<file path="src/rtl/rtc_pkg.sv">
package rtc_pkg;

  localparam int RATE_N = 16;
  localparam int RATE_W = $clog2(RATE_N);

  localparam logic [3:0] IDX_SEC     = 4'd0;
  localparam logic [3:0] IDX_MIN     = 4'd1;
  localparam logic [3:0] IDX_HR      = 4'd2;
  localparam logic [3:0] IDX_ALM_SEC = 4'd3;
  localparam logic [3:0] IDX_ALM_MIN = 4'd4;
  localparam logic [3:0] IDX_ALM_HR  = 4'd5;
  localparam logic [3:0] IDX_CTLA    = 4'd6;
  localparam logic [3:0] IDX_CTLB    = 4'd7;
  localparam logic [3:0] IDX_FLAGS   = 4'd8;

  localparam logic [7:0] BCD_MAX_MS = 8'h59;
  localparam logic [7:0] BCD_MAX_HR = 8'h23;

  // Packed-BCD increment with wrap to zero at the given top value.
  function automatic logic [7:0] bcd_next(input logic [7:0] v, input logic [7:0] top);
    logic [7:0] r;
    if (v == top) begin
      r = 8'h00;
    end else if (v[3:0] == 4'h9) begin
      r = {v[7:4] + 4'h1, 4'h0};
    end else begin
      r = {v[7:4], v[3:0] + 4'h1};
    end
    return r;
  endfunction

endpackage

</file>
<file path="src/rtl/rtc_timekeep.sv">
module rtc_timekeep
  import rtc_pkg::*;
#(
  parameter int UIP_CYCLES = 4
) (
  input  logic       clk,
  input  logic       rst_n,
  input  logic       sec_tick,
  input  logic       halt,
  input  logic       wr_en,
  input  logic [3:0] wr_idx,
  input  logic [7:0] wr_data,
  output logic [7:0] sec,
  output logic [7:0] min,
  output logic [7:0] hr,
  output logic [7:0] alm_sec,
  output logic [7:0] alm_min,
  output logic [7:0] alm_hr,
  output logic       uip,
  output logic       upd_evt,
  output logic       alm_evt
);

  localparam int CW = $clog2(UIP_CYCLES + 1);
  localparam int N_ALM = 3;

  logic          uip_q, uip_d;
  logic [CW-1:0] cnt_q, cnt_d;
  logic          adv;
  logic [7:0]    sec_q, sec_d, min_q, min_d, hr_q, hr_d;
  logic [7:0]    sec_adv, min_adv, hr_adv;
  logic          sec_wrap, min_wrap;
  logic          time_en;
  logic [7:0]    alm_q [N_ALM];

  // update window sequencing
  always_comb begin
    uip_d = uip_q;
    cnt_d = cnt_q;
    adv   = 1'b0;
    if (halt) begin
      uip_d = 1'b0;
      cnt_d = '0;
    end else if (uip_q) begin
      if (cnt_q == '0) begin
        uip_d = 1'b0;
        adv   = 1'b1;
      end else begin
        cnt_d = cnt_q - CW'(1);
      end
    end else if (sec_tick) begin
      uip_d = 1'b1;
      cnt_d = CW'(UIP_CYCLES - 1);
    end
  end

  // time advance and host writes
  always_comb begin
    sec_wrap = (sec_q == BCD_MAX_MS);
    min_wrap = (min_q == BCD_MAX_MS);
    sec_adv  = bcd_next(sec_q, BCD_MAX_MS);
    min_adv  = sec_wrap ? bcd_next(min_q, BCD_MAX_MS) : min_q;
    hr_adv   = (sec_wrap && min_wrap) ? bcd_next(hr_q, BCD_MAX_HR) : hr_q;
    sec_d = adv ? sec_adv : sec_q;
    min_d = adv ? min_adv : min_q;
    hr_d  = adv ? hr_adv  : hr_q;
    if (wr_en && wr_idx == IDX_SEC) sec_d = wr_data;
    if (wr_en && wr_idx == IDX_MIN) min_d = wr_data;
    if (wr_en && wr_idx == IDX_HR)  hr_d  = wr_data;
    time_en = adv || (wr_en && (wr_idx == IDX_SEC || wr_idx == IDX_MIN || wr_idx == IDX_HR));
  end

  always_ff @(posedge clk or negedge rst_n) begin
    if (!rst_n) begin
      uip_q <= 1'b0;
      cnt_q <= '0;
    end else begin
      uip_q <= uip_d;
      cnt_q <= cnt_d;
    end
  end

  always_ff @(posedge clk or negedge rst_n) begin
    if (!rst_n) begin
      sec_q <= '0;
      min_q <= '0;
      hr_q  <= '0;
    end else if (time_en) begin
      sec_q <= sec_d;
      min_q <= min_d;
      hr_q  <= hr_d;
    end
  end

  // alarm registers, one per time field
  for (genvar g = 0; g < N_ALM; g++) begin : g_alm
    logic alm_en;
    assign alm_en = wr_en && (wr_idx == IDX_ALM_SEC + 4'(g));
    always_ff @(posedge clk or negedge rst_n) begin
      if (!rst_n) begin
        alm_q[g] <= '0;
      end else if (alm_en) begin
        alm_q[g] <= wr_data;
      end
    end
  end

  assign sec     = sec_q;
  assign min     = min_q;
  assign hr      = hr_q;
  assign alm_sec = alm_q[0];
  assign alm_min = alm_q[1];
  assign alm_hr  = alm_q[2];
  assign uip     = uip_q;
  assign upd_evt = adv;
  assign alm_evt = adv && (sec_adv == alm_q[0]) && (min_adv == alm_q[1]) && (hr_adv == alm_q[2]);

  // window length checker
  logic [CW:0] chk_run_q;
  always_ff @(posedge clk or negedge rst_n) begin
    if (!rst_n) begin
      chk_run_q <= '0;
    end else begin
      chk_run_q <= uip_q ? chk_run_q + (CW+1)'(1) : '0;
    end
  end

  assert_uip_len_R2: assert property (@(posedge clk) disable iff (!rst_n)
    chk_run_q <= (CW+1)'(UIP_CYCLES));

  assert_uip_start_R2: assert property (@(posedge clk) disable iff (!rst_n)
    $rose(uip_q) |-> $past(sec_tick));

  assert_sec_hold_R2: assert property (@(posedge clk) disable iff (!rst_n)
    (!uip_q && !(wr_en && wr_idx == IDX_SEC)) |=> $stable(sec_q));

  assert_halt_blocks_R4: assert property (@(posedge clk) disable iff (!rst_n)
    halt |=> !uip_q);

endmodule

</file>
<file path="src/rtl/rtc_ctrl.sv">
module rtc_ctrl
  import rtc_pkg::*;
(
  input  logic       clk,
  input  logic       rst_n,
  input  logic       bus_sel,
  input  logic       bus_wr,
  input  logic [7:0] bus_wdata,
  output logic [3:0] idx,
  output logic       data_wr,
  output logic [6:0] ctla,
  output logic [7:0] ctlb
);

  logic [3:0] idx_q, idx_d;
  logic [6:0] ctla_q, ctla_d;
  logic [7:0] ctlb_q, ctlb_d;
  logic       idx_en, a_en, b_en;

  always_comb begin
    idx_en = bus_wr && !bus_sel;
    data_wr = bus_wr && bus_sel;
    a_en   = data_wr && idx_q == IDX_CTLA;
    b_en   = data_wr && idx_q == IDX_CTLB;
    idx_d  = bus_wdata[3:0];
    ctla_d = bus_wdata[6:0];
    ctlb_d = bus_wdata;
    // halting forces the update-ended enable low
    if (bus_wdata[7]) ctlb_d[4] = 1'b0;
  end

  always_ff @(posedge clk or negedge rst_n) begin
    if (!rst_n) begin
      idx_q <= '0;
    end else if (idx_en) begin
      idx_q <= idx_d;
    end
  end

  always_ff @(posedge clk or negedge rst_n) begin
    if (!rst_n) begin
      ctla_q <= '0;
    end else if (a_en) begin
      ctla_q <= ctla_d;
    end
  end

  always_ff @(posedge clk or negedge rst_n) begin
    if (!rst_n) begin
      ctlb_q <= '0;
    end else if (b_en) begin
      ctlb_q <= ctlb_d;
    end
  end

  assign idx  = idx_q;
  assign ctla = ctla_q;
  assign ctlb = ctlb_q;

  assert_idx_hold_R1: assert property (@(posedge clk) disable iff (!rst_n)
    !(bus_wr && !bus_sel) |=> $stable(idx_q));

  assert_ctlb_hold_R5: assert property (@(posedge clk) disable iff (!rst_n)
    !(bus_wr && bus_sel && idx_q == IDX_CTLB) |=> $stable(ctlb_q));

endmodule

</file>
<file path="src/rtl/rtc_flags.sv">
module rtc_flags (
  input  logic       clk,
  input  logic       rst_n,
  input  logic [2:0] evt,
  input  logic [2:0] en,
  input  logic       rd_clr,
  output logic [2:0] flags,
  output logic       irqf
);

  logic [2:0] flags_q, flags_d;
  logic       fl_en;

  always_comb begin
    fl_en   = rd_clr || (evt != '0);
    flags_d = (rd_clr ? 3'b000 : flags_q) | evt;
  end

  always_ff @(posedge clk or negedge rst_n) begin
    if (!rst_n) begin
      flags_q <= '0;
    end else if (fl_en) begin
      flags_q <= flags_d;
    end
  end

  assign flags = flags_q;
  assign irqf  = |(flags_q & en);

  assert_evt_kept_R10: assert property (@(posedge clk) disable iff (!rst_n)
    evt[2] |=> flags_q[2]);

  assert_clear_R10: assert property (@(posedge clk) disable iff (!rst_n)
    (rd_clr && evt == 3'b000) |=> flags_q == 3'b000);

  assert_sticky_R9: assert property (@(posedge clk) disable iff (!rst_n)
    !rd_clr |=> ((flags_q & $past(flags_q)) == $past(flags_q)));

endmodule

</file>
<file path="src/rtl/rtc_irq_ctrl.sv">
module rtc_irq_ctrl
  import rtc_pkg::*;
#(
  parameter int UIP_CYCLES = 4
) (
  input  logic              clk,
  input  logic              rst_n,
  input  logic              bus_sel,
  input  logic              bus_wr,
  input  logic              bus_rd,
  input  logic [7:0]        bus_wdata,
  output logic [7:0]        bus_rdata,
  input  logic              sec_tick,
  input  logic [RATE_N-1:0] rate_pulse,
  output logic              irq
);

  // reset: asynchronous assert, synchronous release
  logic [1:0] rst_sync_q;
  logic       rst_n_int;
  always_ff @(posedge clk or negedge rst_n) begin
    if (!rst_n) begin
      rst_sync_q <= 2'b00;
    end else begin
      rst_sync_q <= {rst_sync_q[0], 1'b1};
    end
  end
  assign rst_n_int = rst_sync_q[1];

  logic [3:0]        idx;
  logic              data_wr;
  logic [6:0]        ctla;
  logic [7:0]        ctlb;
  logic [7:0]        sec, min, hr, alm_sec, alm_min, alm_hr;
  logic              uip, upd_evt, alm_evt, per_evt;
  logic [2:0]        flags;
  logic              irqf, rd_en, rd_clr;
  logic [RATE_W-1:0] rate_sel;
  logic [7:0]        rd_mux, rdata_q;

  rtc_ctrl u_ctrl (
    .clk       (clk),
    .rst_n     (rst_n_int),
    .bus_sel   (bus_sel),
    .bus_wr    (bus_wr),
    .bus_wdata (bus_wdata),
    .idx       (idx),
    .data_wr   (data_wr),
    .ctla      (ctla),
    .ctlb      (ctlb)
  );

  rtc_timekeep #(.UIP_CYCLES(UIP_CYCLES)) u_time (
    .clk      (clk),
    .rst_n    (rst_n_int),
    .sec_tick (sec_tick),
    .halt     (ctlb[7]),
    .wr_en    (data_wr),
    .wr_idx   (idx),
    .wr_data  (bus_wdata),
    .sec      (sec),
    .min      (min),
    .hr       (hr),
    .alm_sec  (alm_sec),
    .alm_min  (alm_min),
    .alm_hr   (alm_hr),
    .uip      (uip),
    .upd_evt  (upd_evt),
    .alm_evt  (alm_evt)
  );

  assign rate_sel = ctla[RATE_W-1:0];
  assign per_evt  = (rate_sel != '0) && rate_pulse[rate_sel];
  assign rd_en    = bus_rd && bus_sel;
  assign rd_clr   = rd_en && (idx == IDX_FLAGS);

  rtc_flags u_flags (
    .clk    (clk),
    .rst_n  (rst_n_int),
    .evt    ({per_evt, alm_evt, upd_evt}),
    .en     (ctlb[6:4]),
    .rd_clr (rd_clr),
    .flags  (flags),
    .irqf   (irqf)
  );

  always_comb begin
    case (idx)
      IDX_SEC:     rd_mux = sec;
      IDX_MIN:     rd_mux = min;
      IDX_HR:      rd_mux = hr;
      IDX_ALM_SEC: rd_mux = alm_sec;
      IDX_ALM_MIN: rd_mux = alm_min;
      IDX_ALM_HR:  rd_mux = alm_hr;
      IDX_CTLA:    rd_mux = {uip, ctla};
      IDX_CTLB:    rd_mux = ctlb;
      IDX_FLAGS:   rd_mux = {irqf, flags, 4'h0};
      default:     rd_mux = 8'h00;
    endcase
  end

  always_ff @(posedge clk or negedge rst_n_int) begin
    if (!rst_n_int) begin
      rdata_q <= '0;
    end else if (rd_en) begin
      rdata_q <= rd_mux;
    end
  end

  assign bus_rdata = rdata_q;
  assign irq       = irqf;

  assert_irq_needs_flag_R9: assert property (@(posedge clk) disable iff (!rst_n_int)
    irq |-> (flags != 3'b000));

  assert_halt_no_window_R4: assert property (@(posedge clk) disable iff (!rst_n_int)
    (ctlb[7] && $past(ctlb[7])) |-> !uip);

endmodule

</file>
<file path="config.mk">
export PLATFORM = sky130hd
export DESIGN_NAME = rtc_irq_ctrl
export DESIGN_NICKNAME = d
export VERILOG_FILES = /design/src/rtl/rtc_pkg.sv /design/src/rtl/rtc_timekeep.sv /design/src/rtl/rtc_ctrl.sv /design/src/rtl/rtc_flags.sv /design/src/rtl/rtc_irq_ctrl.sv
export SDC_FILE = /design/constraint.sdc
export NUM_CORES = 1
export LEC_CHECK = 0
export BUFFER_PORTS_ARGS = -buffer_cell sky130_fd_sc_hd__clkbuf_2
export CORE_MARGIN = 4
export CORE_UTILIZATION = 35
export DETAILED_ROUTE_END_ITERATION = 6
export PLACE_DENSITY_LB_ADDON = 0.1
export RECOVER_POWER = 100
export SKIP_LAST_GASP = 1
export SYNTH_ARGS = -nofsm -noshare
export SYNTH_HDL_FRONTEND = slang
export SYNTH_HIERARCHICAL = 1
export SYNTH_SLANG_ARGS = --single-unit
</file>
<file path="constraint.sdc">
create_clock -name clk -period 3.3 [get_ports clk]
set_clock_uncertainty 0.2 [all_clocks]
set_input_delay 0.165 -clock clk [delete_from_list [all_inputs] [get_ports clk]]
set_output_delay 0.165 -clock clk [all_outputs]
set_load 0.1 [all_outputs]
</file>
Word level (Yosys, flattened, before mapping)

Cells that the tools add are included.
W data, S select, Z words.

Bits in registers: 84
Word-level logic and storage cells: 108
Input bits: 30

Equality and inequality tests: 18
Add/subtract/negate cells: 7
Bitwise gates (word level): 2
Muxes and demuxes: 30
Order comparisons: 1
Reduce and logical (&&, ||, !) cells: 36

Operators with widths:

| cell                  | number |
|---|---|
| $mux W8               | 14 |
| $pmux W8 S9           | 1 |
| $add A4 B1 Y4 const B | 6 |
| $eq A8 B8 Y1          | 3 |
| $logic_and A1 B1 Y1   | 18 |
| $eq A4 B3 Y1 const B  | 4 |
| $eq A4 B4 Y1 const B  | 4 |
| $eq A8 B7 Y1 const B  | 2 |
| $mux W3               | 5 |
| $mux W1               | 9 |
| $eq A4 B2 Y1 const B  | 2 |
| $eq A8 B6 Y1 const B  | 1 |
| $reduce_and A2 Y1     | 4 |
| $reduce_bool A2 Y1    | 3 |
| $reduce_bool A3 Y1    | 2 |
| $lt A4 B5 Y1 const B  | 1 |
| $bmux W1 S4           | 1 |
| $eq A4 B1 Y1 const B  | 1 |
| $logic_not A4 Y1      | 1 |
| $logic_or A1 B1 Y1    | 4 |
| $reduce_bool A4 Y1    | 1 |
| $and A3 B3 Y3         | 1 |
| $logic_not A3 Y1      | 1 |
| $ne A3 B3 Y1 const B  | 1 |
| 4 further kinds       | 4 |

Longest topological paths before layout

Word-level depth: 9
Depth in mapped cells: 12
Mapped depth without buffers: 10

Hierarchy

The synthesis kept the hierarchy.

Modules (own cells, without submodules):

| module       | times used | area each (um^2) | cells an instance |
|---|---|---|---|
| rtc_timekeep | 1          | 3781.1           | 415 |
| rtc_irq_ctrl | 1          | 1163.6           | 126 |
| rtc_ctrl     | 1          | 765.7            | 45 |
| rtc_flags    | 1          | 115.1            | 9 |

Worst setup path before layout

OpenSTA, ideal clock, no wires.

Path type: reg-to-reg
Start point: reg u_time.sec_q[0] (netlist: u_time/sec[0])
End point: reg u_flags.flags_q[1] (netlist: u_flags/flags[1])
Stages on the path, launching flop included: 11
Setup time: 0.064 ns
Period minus slack after synthesis: 2.679 ns
Arrival: 2.415 ns
Slack: 0.621 ns
Path through: dfrtp_1 -> ha_1 -> and3b_1 -> buf_2 -> nand2_1 -> xnor2_1 -> mux2_2 -> a2111oi_1 -> nand3_1 -> nor4_2 -> a21o_1

Word-level cells in the longest chain between the ends: 9
Elaborated cells on any way between the ends: 17
Classes of those cells: add/sub: 1; eq/ne: 5; mux: 4; bitwise: 1; reduce/logical: 6

RTL lines:

| what                                          | RTL line                     | source |
|---|---|---|
| start, declared                               | rtc_timekeep.sv:30           | `logic [7:0] sec_q, sec_d, min_q, min_d, hr_q, hr_d;` |
| start signal, assigned                        | rtc_timekeep.sv:85           | `sec_q <= '0;` |
| start signal, assigned                        | rtc_timekeep.sv:89           | `sec_q <= sec_d;` |
| $add A4 B1 Y4 or $eq A4 B4 Y1 (tied branches) | rtc_pkg.sv:27, rtc_pkg.sv:24 |  |
| $mux W8                                       | rtc_pkg.sv:24                | `end else if (v[3:0] == 4'h9) begin` |
| $mux W8                                       | rtc_pkg.sv:22                | `if (v == top) begin` |
| $eq A8 B8 Y1                                  | rtc_timekeep.sv:116          | `assign alm_evt = adv && (sec_adv == alm_q[0]) && (min_adv == alm_q[1]) && (hr_adv == alm_q[2]);` |
| $logic_and A1 B1 Y1 (2 in series)             | rtc_timekeep.sv:116          |  |
| $logic_and A1 B1 Y1 *                         | rtc_timekeep.sv:116          |  |
| via alm_evt                                   | rtc_irq_ctrl.sv:35           | `logic uip, upd_evt, alm_evt, per_evt;` |
| $reduce_bool A3 Y1                            | rtc_flags.sv:15              | `fl_en = rd_clr \|\| (evt != '0);` |
| $logic_or A1 B1 Y1                            | rtc_flags.sv:15              |  |
| end signal, assigned                          | rtc_flags.sv:23              | `flags_q <= flags_d;` |
| end, declared                                 | rtc_flags.sv:11              | `logic [2:0] flags_q, flags_d;` |

The timed path passes the listed nets; every way through them passes the cells marked *.
A chain may end at the register's enable or synchronous reset.

Worst setup path after layout

Start point: reg u_time.sec_q[1] (netlist: u_time/sec[1])
End point: reg u_flags.flags_q[1] (netlist: u_flags/flags[1])

Same word-level chain as after synthesis.

==> out/qor.yml <==
gr-total-overflow: 0
violations: "max-capacitance violations, max-slew violations"
dp_hpwl_um: 13700
critical_path_class: "reg2reg"
grt_pass1_vias: 4755
grt_max_degree: 83
clock_sinks: 84
cp_data_arrival_time_ns: 3.18
nets: 687
status: "finished with violations"
totalWireLength_um: 18800
synth_flop_cell: "dfrtp_1"
vias: 4919
synth_nets: 639
rsz0062_at_grt: "no"
io_pins: 39
core_mm2: 0.0161
fin_crit_ns: 3.08
cts_setup_buffers: 0
area_growth_syn_to_layout_pct: 13.8
synth_area_mm2: 0.00583
clock.fmax_ghz: 0.324
hold_depth: 3
startpoint_type: "register"
final_common_cell: "dfrtp_1"
die_y_um: 137
rows: 46
setup_tns_ns: 0
drt_pass1_iterations: 5
async_flop_share_pct: 100
synth.distinct_cells: 79
grt_usage_pct: 20.7
ys_seq_area_share_pct: 36.1
p_leak_nw: 2.75
gp_congestion: 0.912
clock_latency_ns: 0.35
yosys_warnings: 6
grt_pass1_wl_um: 28800
timing.reg2reg.setup_slack_ns: 0.22
cap_violations: 2
cp_max_fo: 9
mostFrequentLayoutCells: "dfrtp_1, nand2_1, mux2_2"
required_ns: 3.40
slew_viol_final: 116
fill_cells: 1646
dp_cells: 843
clkTransAtPathRegs_ns: 0.07
n_antenna_cell: 0
cts_buffers: 9
ctsLongestPathBuffers: 2
antenna_found_initial: 0
dr.first_iter.drc_count: 475
final_antenna_net_count: 0
rr_worst_depth: 11
final_core_util_pct: 41.1
tightest_slew_ns: 1.88
fin_total_pwr_mw: 5.80
syn_inst: 595
whs_ns: 0.0322
cts_tree: "built"
hold_viol_final: 0
drc: 0
post-route-period-util_pct: 93.4
synth_area_per_cell_um2: 9.79
routed_via_density: 5.69
start_util_pct: 36.1
fin_cells: 864
finalSetupViolations: 0
fp.dieW_um: 137
hold_path_class: "in2reg"
detail_route.wl_per_cell_um: 21.8
cts-root-buf: "clkbuf_16"
slew_headroom_pct: -25.4
holdPathEnd: "u_time/hr[6]$_DFFE_PN0P_"
synth_edf_count: 0
die-area_mm2: 0.0188
drive_gt1_share_pct: 22.5
synth.ff_latch_count: 84
ir_worst_vdd_uv: 322
port-buffer-count: 37
reg2reg_from: "u_time/sec[1]$_DFFE_PN0P_"
rr_endpoint: "u_flags/flags[1]$_DFFE_PN0P_"
htree_levels: 3
pwr_density_cell_mw_per_mm2: 875
min_from: "bus_wdata[6]"
worstSetupEndpointType: "register"
-- worst max-delay path by stage --
stage	from	endpoint	slack [ns]
6_report	u_time/sec[1]$_DFFE_PN0P_	u_flags/flags[1]$_DFFE_PN0P_	0.22
5_1_grt	u_time/sec[1]$_DFFE_PN0P_	u_flags/flags[1]$_DFFE_PN0P_	0.009
4_1_cts	u_time/sec[1]$_DFFE_PN0P_	u_flags/flags[1]$_DFFE_PN0P_	0.14
3_5_place_dp	u_time/sec[1]$_DFFE_PN0P_	u_flags/flags[1]$_DFFE_PN0P_	0.14
3_3_place_gp	u_time/sec[1]$_DFFE_PN0P_	u_flags/flags[1]$_DFFE_PN0P_	0.18
2_1_floorplan	rst_sync_q[1]$_DFF_PN0_	bus_rdata[0]$_DFFE_PN0P_	0.59
-- registers in the layout, indices dropped and copies added, names as in the netlist --
| register | count |
|---|---|
| u_ctrl/idx | 4 |
| u_time/hr | 8 |
| u_time/uip | 1 |
| bus_rdata | 8 |
| u_time/alm_hr | 8 |
| u_time/alm_min | 8 |
| u_time/alm_sec | 8 |
| u_time/sec | 8 |
| rst_sync_q | 2 |
| u_ctrl/ctlb | 8 |
| u_flags/flags | 3 |
| u_ctrl/ctla | 7 |
| u_time/cnt_q | 3 |
| u_time/min | 8 |
-- area by class of cell --
class / count / area [um2] / share of cell area, %
clock buffer: 9 / 225 / 3.40
clock inverter: 7 / 96.3 / 1.45
inverter: 17 / 63.8 / 0.962
multi-input combinational: 462 / 3470 / 52.4
sequential: 84 / 2100 / 31.7
tap: 216 / 270 / 4.08
timing repair buffer: 69 / 398 / 6.00
-- synthesized netlist by cell type (6+ instances only) --
master     n  area share [%]
xnor2_1   19             2.9
o21ai_0   40             3.4
inv_1     15            0.97
nand2_1   52             3.4
a22o_1     8             1.2
buf_2      9            0.77
and3b_1    6            0.90
nand2b_1   6            0.64
dfrtp_1   84              36
a211oi_1   9             1.2
nand3_1   14             1.2
nor2b_1    9            0.97
mux2_2    49             9.5
clkbuf_1  12            0.77
nor2_1    31             2.0
a21oi_1   32             2.7
a31oi_1    8            0.86
nand4_1    6            0.64
mux4_2     8             3.1
nor3_1    20             1.7
buf_4      6            0.77
mux2i_1   27             4.6
ha_1      14             3.0
-- power breakdown --
part           switching (mW)  leakage (nW)  internal [mW]
sequential              0.658          1.03           1.41
clock                   0.458         0.161          0.669
combinational            1.44          1.56           1.17
total                    2.55          2.75           3.25
-- critical path, stage by stage, from the launching register on --
cell and delay (ns):
dfrtp_1 0.45, inv_1 0.10, ha_2 0.27, and3b_1 0.24, buf_4 0.16, nand4_4 0.18, o21ai_0 0.24, nand4_1 0.11
nor4_1 0.35, nand3_1 0.18, nor4_2 0.43, a21o_1 0.12
-- logic make-up after synthesis --
family,synth area share [%]
DFF,36.1
and+or+nand+nor,20.2
other,0.0644
muxes,17.2
AOI/OAI and AO/OA,15.7
buffers and inverters,4.27
xor gates and xnor gates,3.46
adders and majority gates,3.01
-- per-layer routing --
metal	share of wire, %	routed length (um)	GRT usage (%)
met1	47	8760	29.3
met2	47	8830	32.6
met3	4.3	814	4.01
met4	2.1	403	5.21
met5	0	0	0
-- per-stage QoR --
step | instance area [um2] | worst slack, ns
after floorplan | 5830 | 0.587
after global placement | 6310 | 0.183
final | 6630 | 0.217
after detailed placement | 6310 | 0.144
after global routing | 6630 | 0.00897
after CTS | 6690 | 0.138
-- what timing repair did --
| action | CTS | global route |
|---|---|---|
| setup endpoints to repair | 0 | 1 |
| endpoints found under the hold margin | 9 | 0 |
| hold buffers | 5 | 0 |
| resized for setup | 0 | 2 |
No activity file was read; power rests on OpenSTA's default activity.
